==> config.mk <==
export PLATFORM = sky130hd
export DESIGN_NAME = term_ctrl
export DESIGN_NICKNAME = d
export VERILOG_FILES = /design/src/rtl/term_pkg.sv /design/src/rtl/term_addr_dec.sv /design/src/rtl/term_rx_chan.sv /design/src/rtl/term_tx_chan.sv /design/src/rtl/term_ctrl.sv
export SDC_FILE = /design/constraint.sdc
export NUM_CORES = 1
export LEC_CHECK = 0
export BUFFER_PORTS_ARGS = -buffer_cell sky130_fd_sc_hd__buf_2
export CAP_MARGIN = 25
export CORE_MARGIN = 3
export CORE_UTILIZATION = 36
export CTS_BUF_LIST = sky130_fd_sc_hd__clkbuf_4
export CTS_CLUSTER_DIAMETER = 100
export CTS_CLUSTER_SIZE = 16
export DETAILED_ROUTE_END_ITERATION = 8
export PLACE_DENSITY = 0.73
export SETUP_SLACK_MARGIN = 0.15
export SYNTH_ARGS = -nofsm -noshare
export SYNTH_HDL_FRONTEND = slang
export SYNTH_SLANG_ARGS = --single-unit
export TNS_END_PERCENT = 10
==> constraint.sdc <==
create_clock -name clk -period 2 [get_ports clk]
set_input_delay 0.4 -clock clk [delete_from_list [all_inputs] [get_ports clk]]
set_output_delay 0.4 -clock clk [all_outputs]
set_load 0.02 [all_outputs]
==> src/rtl/term_pkg.sv <==
package term_pkg;

    localparam int unsigned BUS_W   = 32;
    localparam int unsigned RDY_BIT = 0;
    localparam int unsigned IE_BIT  = 1;

    typedef enum logic [2:0] {
        SEL_NONE,
        SEL_RX_CTRL,
        SEL_RX_DATA,
        SEL_TX_CTRL,
        SEL_TX_DATA
    } reg_sel_e;

    typedef enum logic {
        TX_IDLE,
        TX_SEND
    } tx_state_e;

    typedef struct packed {
        logic             rd;
        logic             wr;
        reg_sel_e         sel;
        logic [BUS_W-1:0] wdata;
    } bus_op_t;

    function automatic reg_sel_e decode_sel(input logic [BUS_W-1:0] addr,
                                            input logic [BUS_W-1:0] base);
        reg_sel_e s;
        if (addr[BUS_W-1:4] != base[BUS_W-1:4]) begin
            s = SEL_NONE;
        end else begin
            case (addr[3:2])
                2'd0:    s = SEL_RX_CTRL;
                2'd1:    s = SEL_RX_DATA;
                2'd2:    s = SEL_TX_CTRL;
                default: s = SEL_TX_DATA;
            endcase
        end
        return s;
    endfunction

    function automatic logic [BUS_W-1:0] ctrl_word(input logic ie, input logic rdy);
        logic [BUS_W-1:0] w;
        w          = '0;
        w[RDY_BIT] = rdy;
        w[IE_BIT]  = ie;
        return w;
    endfunction

endpackage

==> src/rtl/term_addr_dec.sv <==
module term_addr_dec
    import term_pkg::*;
#(
    parameter logic [BUS_W-1:0] BASE_ADDR = 32'hFFFF_0000
) (
    input  logic [BUS_W-1:0] addr,
    input  logic             rd,
    input  logic             wr,
    input  logic [BUS_W-1:0] wdata,
    output bus_op_t          op
);
    always_comb begin
        op.sel   = decode_sel(addr, BASE_ADDR);
        op.rd    = rd && (op.sel != SEL_NONE);
        op.wr    = wr && (op.sel != SEL_NONE);
        op.wdata = wdata;
    end
endmodule

==> src/rtl/term_rx_chan.sv <==
module term_rx_chan
    import term_pkg::*;
#(
    parameter int unsigned CHAR_W = 8
) (
    input  logic              clk,
    input  logic              rst,
    input  bus_op_t           op,
    input  logic              kb_valid,
    input  logic [CHAR_W-1:0] kb_byte,
    output logic              rx_rdy,
    output logic              rx_ie,
    output logic [CHAR_W-1:0] rx_char
);
    logic ctrl_wr;
    logic data_rd;

    assign ctrl_wr = op.wr && (op.sel == SEL_RX_CTRL);
    assign data_rd = op.rd && (op.sel == SEL_RX_DATA);

    always_ff @(posedge clk) begin
        if (rst) begin
            rx_rdy  <= 1'b0;
            rx_ie   <= 1'b0;
            rx_char <= '0;
        end else begin
            if (ctrl_wr) begin
                rx_ie <= op.wdata[IE_BIT];
            end
            // new arrival wins over a same-cycle read
            if (kb_valid) begin
                rx_char <= kb_byte;
                rx_rdy  <= 1'b1;
            end else if (data_rd) begin
                rx_rdy  <= 1'b0;
            end
        end
    end
endmodule

==> src/rtl/term_tx_chan.sv <==
module term_tx_chan
    import term_pkg::*;
#(
    parameter int unsigned CHAR_W = 8
) (
    input  logic              clk,
    input  logic              rst,
    input  bus_op_t           op,
    input  logic              disp_ready,
    output logic              disp_valid,
    output logic [CHAR_W-1:0] disp_byte,
    output logic              tx_rdy,
    output logic              tx_ie
);
    tx_state_e state;
    logic      ctrl_wr;
    logic      data_wr;

    assign ctrl_wr = op.wr && (op.sel == SEL_TX_CTRL);
    assign data_wr = op.wr && (op.sel == SEL_TX_DATA);

    always_ff @(posedge clk) begin
        if (rst) begin
            state     <= TX_IDLE;
            tx_ie     <= 1'b0;
            disp_byte <= '0;
        end else begin
            if (ctrl_wr) begin
                tx_ie <= op.wdata[IE_BIT];
            end
            case (state)
                TX_IDLE: begin
                    if (data_wr) begin
                        disp_byte <= op.wdata[CHAR_W-1:0];
                        state     <= TX_SEND;
                    end
                end
                default: begin
                    if (disp_ready) begin
                        state <= TX_IDLE;
                    end
                end
            endcase
        end
    end

    assign disp_valid = (state == TX_SEND);
    assign tx_rdy     = (state == TX_IDLE);
endmodule

==> src/rtl/term_ctrl.sv <==
module term_ctrl
    import term_pkg::*;
#(
    parameter logic [BUS_W-1:0] BASE_ADDR = 32'hFFFF_0000,
    parameter int unsigned      CHAR_W    = 8
) (
    input  logic              clk,
    input  logic              rst,
    input  logic [BUS_W-1:0]  bus_addr,
    input  logic              bus_rd,
    input  logic              bus_wr,
    input  logic [BUS_W-1:0]  bus_wdata,
    output logic [BUS_W-1:0]  bus_rdata,
    input  logic              kb_valid,
    input  logic [CHAR_W-1:0] kb_byte,
    output logic              disp_valid,
    output logic [CHAR_W-1:0] disp_byte,
    input  logic              disp_ready,
    output logic              irq
);
    localparam int unsigned PAD_W = BUS_W - CHAR_W;

    bus_op_t           op;
    logic              rx_rdy;
    logic              rx_ie;
    logic [CHAR_W-1:0] rx_char;
    logic              tx_rdy;
    logic              tx_ie;

    term_addr_dec #(.BASE_ADDR(BASE_ADDR)) u_dec (
        .addr  (bus_addr),
        .rd    (bus_rd),
        .wr    (bus_wr),
        .wdata (bus_wdata),
        .op    (op)
    );

    term_rx_chan #(.CHAR_W(CHAR_W)) u_rx (
        .clk      (clk),
        .rst      (rst),
        .op       (op),
        .kb_valid (kb_valid),
        .kb_byte  (kb_byte),
        .rx_rdy   (rx_rdy),
        .rx_ie    (rx_ie),
        .rx_char  (rx_char)
    );

    term_tx_chan #(.CHAR_W(CHAR_W)) u_tx (
        .clk        (clk),
        .rst        (rst),
        .op         (op),
        .disp_ready (disp_ready),
        .disp_valid (disp_valid),
        .disp_byte  (disp_byte),
        .tx_rdy     (tx_rdy),
        .tx_ie      (tx_ie)
    );

    always_comb begin
        case (op.sel)
            SEL_RX_CTRL: bus_rdata = ctrl_word(rx_ie, rx_rdy);
            SEL_RX_DATA: bus_rdata = {{PAD_W{1'b0}}, rx_char};
            SEL_TX_CTRL: bus_rdata = ctrl_word(tx_ie, tx_rdy);
            default:     bus_rdata = '0;
        endcase
    end

    assign irq = (rx_ie && rx_rdy) || (tx_ie && tx_rdy);
endmodule

==> impl_results.md <==
* Outcome: complete, but fails checks
* Violated checks: negative setup slack
* Final worst clock skew at 0.003155 ns
* Buffers on Ports at 69
* Min Tclk post-route at between 2 and 2.5 ns
* Row count at 21
* Clk root buf: clkbuf_4
* Number of violations of the max-capacitance limit at 0
* Average instance area after synthesis at 9.619 sq um
* Worst path arrival time at ~1.8 ns
* Crit path kind: input port to output pin
* Total placed cells including tap cells at 262
* Number of cells in the finished layout apart from fillers at 268
* Area of the die at 0.004627 sq mm
* Number of DRC markers after the initial detailed-route iteration at 84
* Synth Instances at 144
* # nets final at 304
* Sum Neg Setup Slack at -1.202 ns
* Final max-slew violation count at 0
* Height of the die at around 68 um
* Number of buffers created by CTS at 3
* Area Overhead vs Synth at 38.75%
* Number of setup violations in the final report at 8
* Setup repair after global routing missed its margin: yes
* H-tree levels at 1
* Clock tree from TritonCTS: yes
* Largest net degree at the start of global routing at 22
* Reg clk slew, reported paths at approximately 0.11 ns
* DPL Wire Length at around 2500 um
* Worst skew pair latency at 0.30 ns
* First-pass iteration count of the detailed router at 4
* DRC at 0
* Switching power as a share of total power at 0.2980
* Yosys warnings at 0
* Post-route setup slack at -0.1556 ns
* Share of cells above drive strength 1 at 0.4865
* Die W at 68.03 um
* Total congestion overflow at 0
* P_sw at 0.2400 mW
* Count of state elements after synthesis at 20
* Global-route wire length before repair at 5168 um
* Launching element type of the critical path: input port
* Drt via density at 4.593
* Data required time of the worst path at 1.60 ns
* Post-placement worst setup slack at -0.1952 ns
* Cell area after synthesis at 0.001385 sq mm
* Maximum number of buffers from clock root to sink at 2
* Detailed-route via count at 1231
* Internal Pwr Total at 0.5653 mW
* CP endpoint kind: output pin
* Starting density of the core at 0.3934
* Clock sinks at 20
* Power consumption at 0.8053 mW
* Cell variety after synth at 37
* Part of the total power dissipated in sequential elements at 0.517
* Class of the most critical hold timing path: input port to flip-flop
* Register area share after synthesis at 0.2891
* Clock Power Share at 0.248
* Number of top-level design ports at 120
* Maximum resistive drop on vdd at 0.3232 mV
* Wire length after detailed routing at 3280 um
* Crit share post-route at 1.078
* Routed length per instance at 12.24 um
* Count of final hold-check violations at 0
* Routability-driven placement congestion ratio at 0.6917
* Leakage power figure at 0.9319 nW
* Core ar. at 0.003521 sq mm
* Vias in the first global route at 1201
* Highest net fanout along the worst path at 8
* Number of nets still failing antenna checks after routing at 0
* Total Routing Usage GR at 0.1453
* Final Util at 0.5458
* Ant diodes at 0
* Upper clock frequency limit at 463.9 MHz
* Share of total power in combinational logic at 0.235
* Pwr Density at roughly 420 mW/mm^2
* Antenna violations before repair at 0
==> path summary, 6_finish.rpt <==
check        slack, ns                              to                           start  depth (start not counted)
max              -0.16                    bus_rdata[4]                    bus_addr[15]                          7
max reg2reg       0.88  u_tx.disp_byte[4]$_SDFFE_PP0P_      u_tx.disp_valid$_SDFF_PP0_                          3
min               0.32    u_rx.rx_char[2]$_SDFFE_PP0P_                      kb_byte[2]                          3
min reg2reg       0.47  u_tx.disp_byte[6]$_SDFFE_PP0P_  u_tx.disp_byte[6]$_SDFFE_PP0P_                          2
==> placed cells by master, fill, tap and decap left out, types with 2 or more instances in the layout <==
cell type  instances
clkbuf_4           3
buf_4             11
ha_1               2
dfxtp_1           20
o31ai_1            7
conb_1            24
nand4_4            2
nand2b_1           5
mux2i_1           12
a21oi_1            8
nand2_1            3
nand4_1            9
o2bb2ai_4          2
buf_6             11
and2_4             6
nor4_4             3
buf_8              2
nand3_1            2
o21ai_0            2
inv_4              2
nor2_1            10
buf_2             57
==> cell usage after synthesis (all sizes together) <==
cell	count	share of area
clkdlybuf4s18	1	0.0072
nor4	4	0.051
nand4	11	0.071
o21ai	2	0.0072
ha	3	0.027
o21bai	1	0.0054
mux2i	12	0.087
a311oi	1	0.0063
clkbuf	2	0.013
conb	1	0.0027
and2b	1	0.0063
nand3b	2	0.014
nor2	11	0.030
nand2b	5	0.023
or4b	1	0.0072
nor2b	2	0.0090
nor4b	2	0.028
o2bb2ai	2	0.013
inv	3	0.0081
dfxtp	20	0.29
o31ai	7	0.038
nand2	3	0.0081
nand3	2	0.0072
and3b	1	0.0063
and4	2	0.014
buf	27	0.15
nand4b	1	0.017
a21oi	8	0.029
and2	6	0.027
==> power by group through the flow <==
| stage | Combinational (mW) | Sequential, mW | Clock (mW) |
|---|---|---|---|
| floorplan | 0.137 | 0.422 | 0 |
| global placement | 0.168 | 0.423 | 0 |
| detailed placement | 0.171 | 0.424 | 0 |
| CTS | 0.186 | 0.416 | 0.203 |
| global route | 0.209 | 0.418 | 0.222 |
| finish | 0.189 | 0.416 | 0.200 |
==> final cells by class <==
type	instances	area (sq um)
Timing Repair Buffer	81	521.8
Tap cell	46	57.56
Clock buffer	3	22.52
Multi-Input combinational cell	114	899.6
Inverter	3	16.27
Clock inverter	1	3.754
Fill cell	348	1599
Sequential cell	20	400.4
==> worst max-delay path, stage by stage <==
cell and delay, ns:
buf_6 0.09, nor4b_4 0.36, nand4_4 0.15, nor4_4 0.30
buf_6 0.18, and2_4 0.15, buf_6 0.11
==> metrics by stage <==
step                      cell area, sq um  hold slack [ns]
after floorplan                       1479           0.4514
after global placement                1722           0.4523
after detailed placement              1722           0.4598
final                                 1922           0.3225
after global routing                  1922           0.3196
after CTS                             1909           0.3228
==> timing repair <==
action                     CTS  global route
resized for setup           39             2
pin swaps                   11             5
hold buffers                 0             0
setup endpoints to repair    8             8
setup buffers                2             0
==> metal layers <==
metal	wire length, um	track usage	up-vias
met5	0	0	-
met2	1677	0.2575	49
met1	1311	0.1754	555
met4	0	0.01489	0
met3	290	0.04762	0
li1	-	-	627
==> cells by family (layout without fill, tap and decap cells) <==
logic type / Yosys count / after routing / synth area share
other cells: 1 / 24 / 0.002707
simple gates: 54 / 54 / 0.3180
buf+inv: 33 / 88 / 0.1779
flops: 20 / 20 / 0.2891
mux: 12 / 12 / 0.08672
fa+ha+maj: 3 / 3 / 0.02710
compound gates: 21 / 21 / 0.09847
==> sequential cells by signal, indices dropped and copies added (netlist names) <==
| signal | flops |
|---|---|
| u_rx.rx_ie | 1 |
| u_tx.disp_valid | 1 |
| u_rx.rx_rdy | 1 |
| u_rx.rx_char | 8 |
| u_tx.disp_byte | 8 |
| u_tx.tx_ie | 1 |
(Power assumes the default switching activity.)
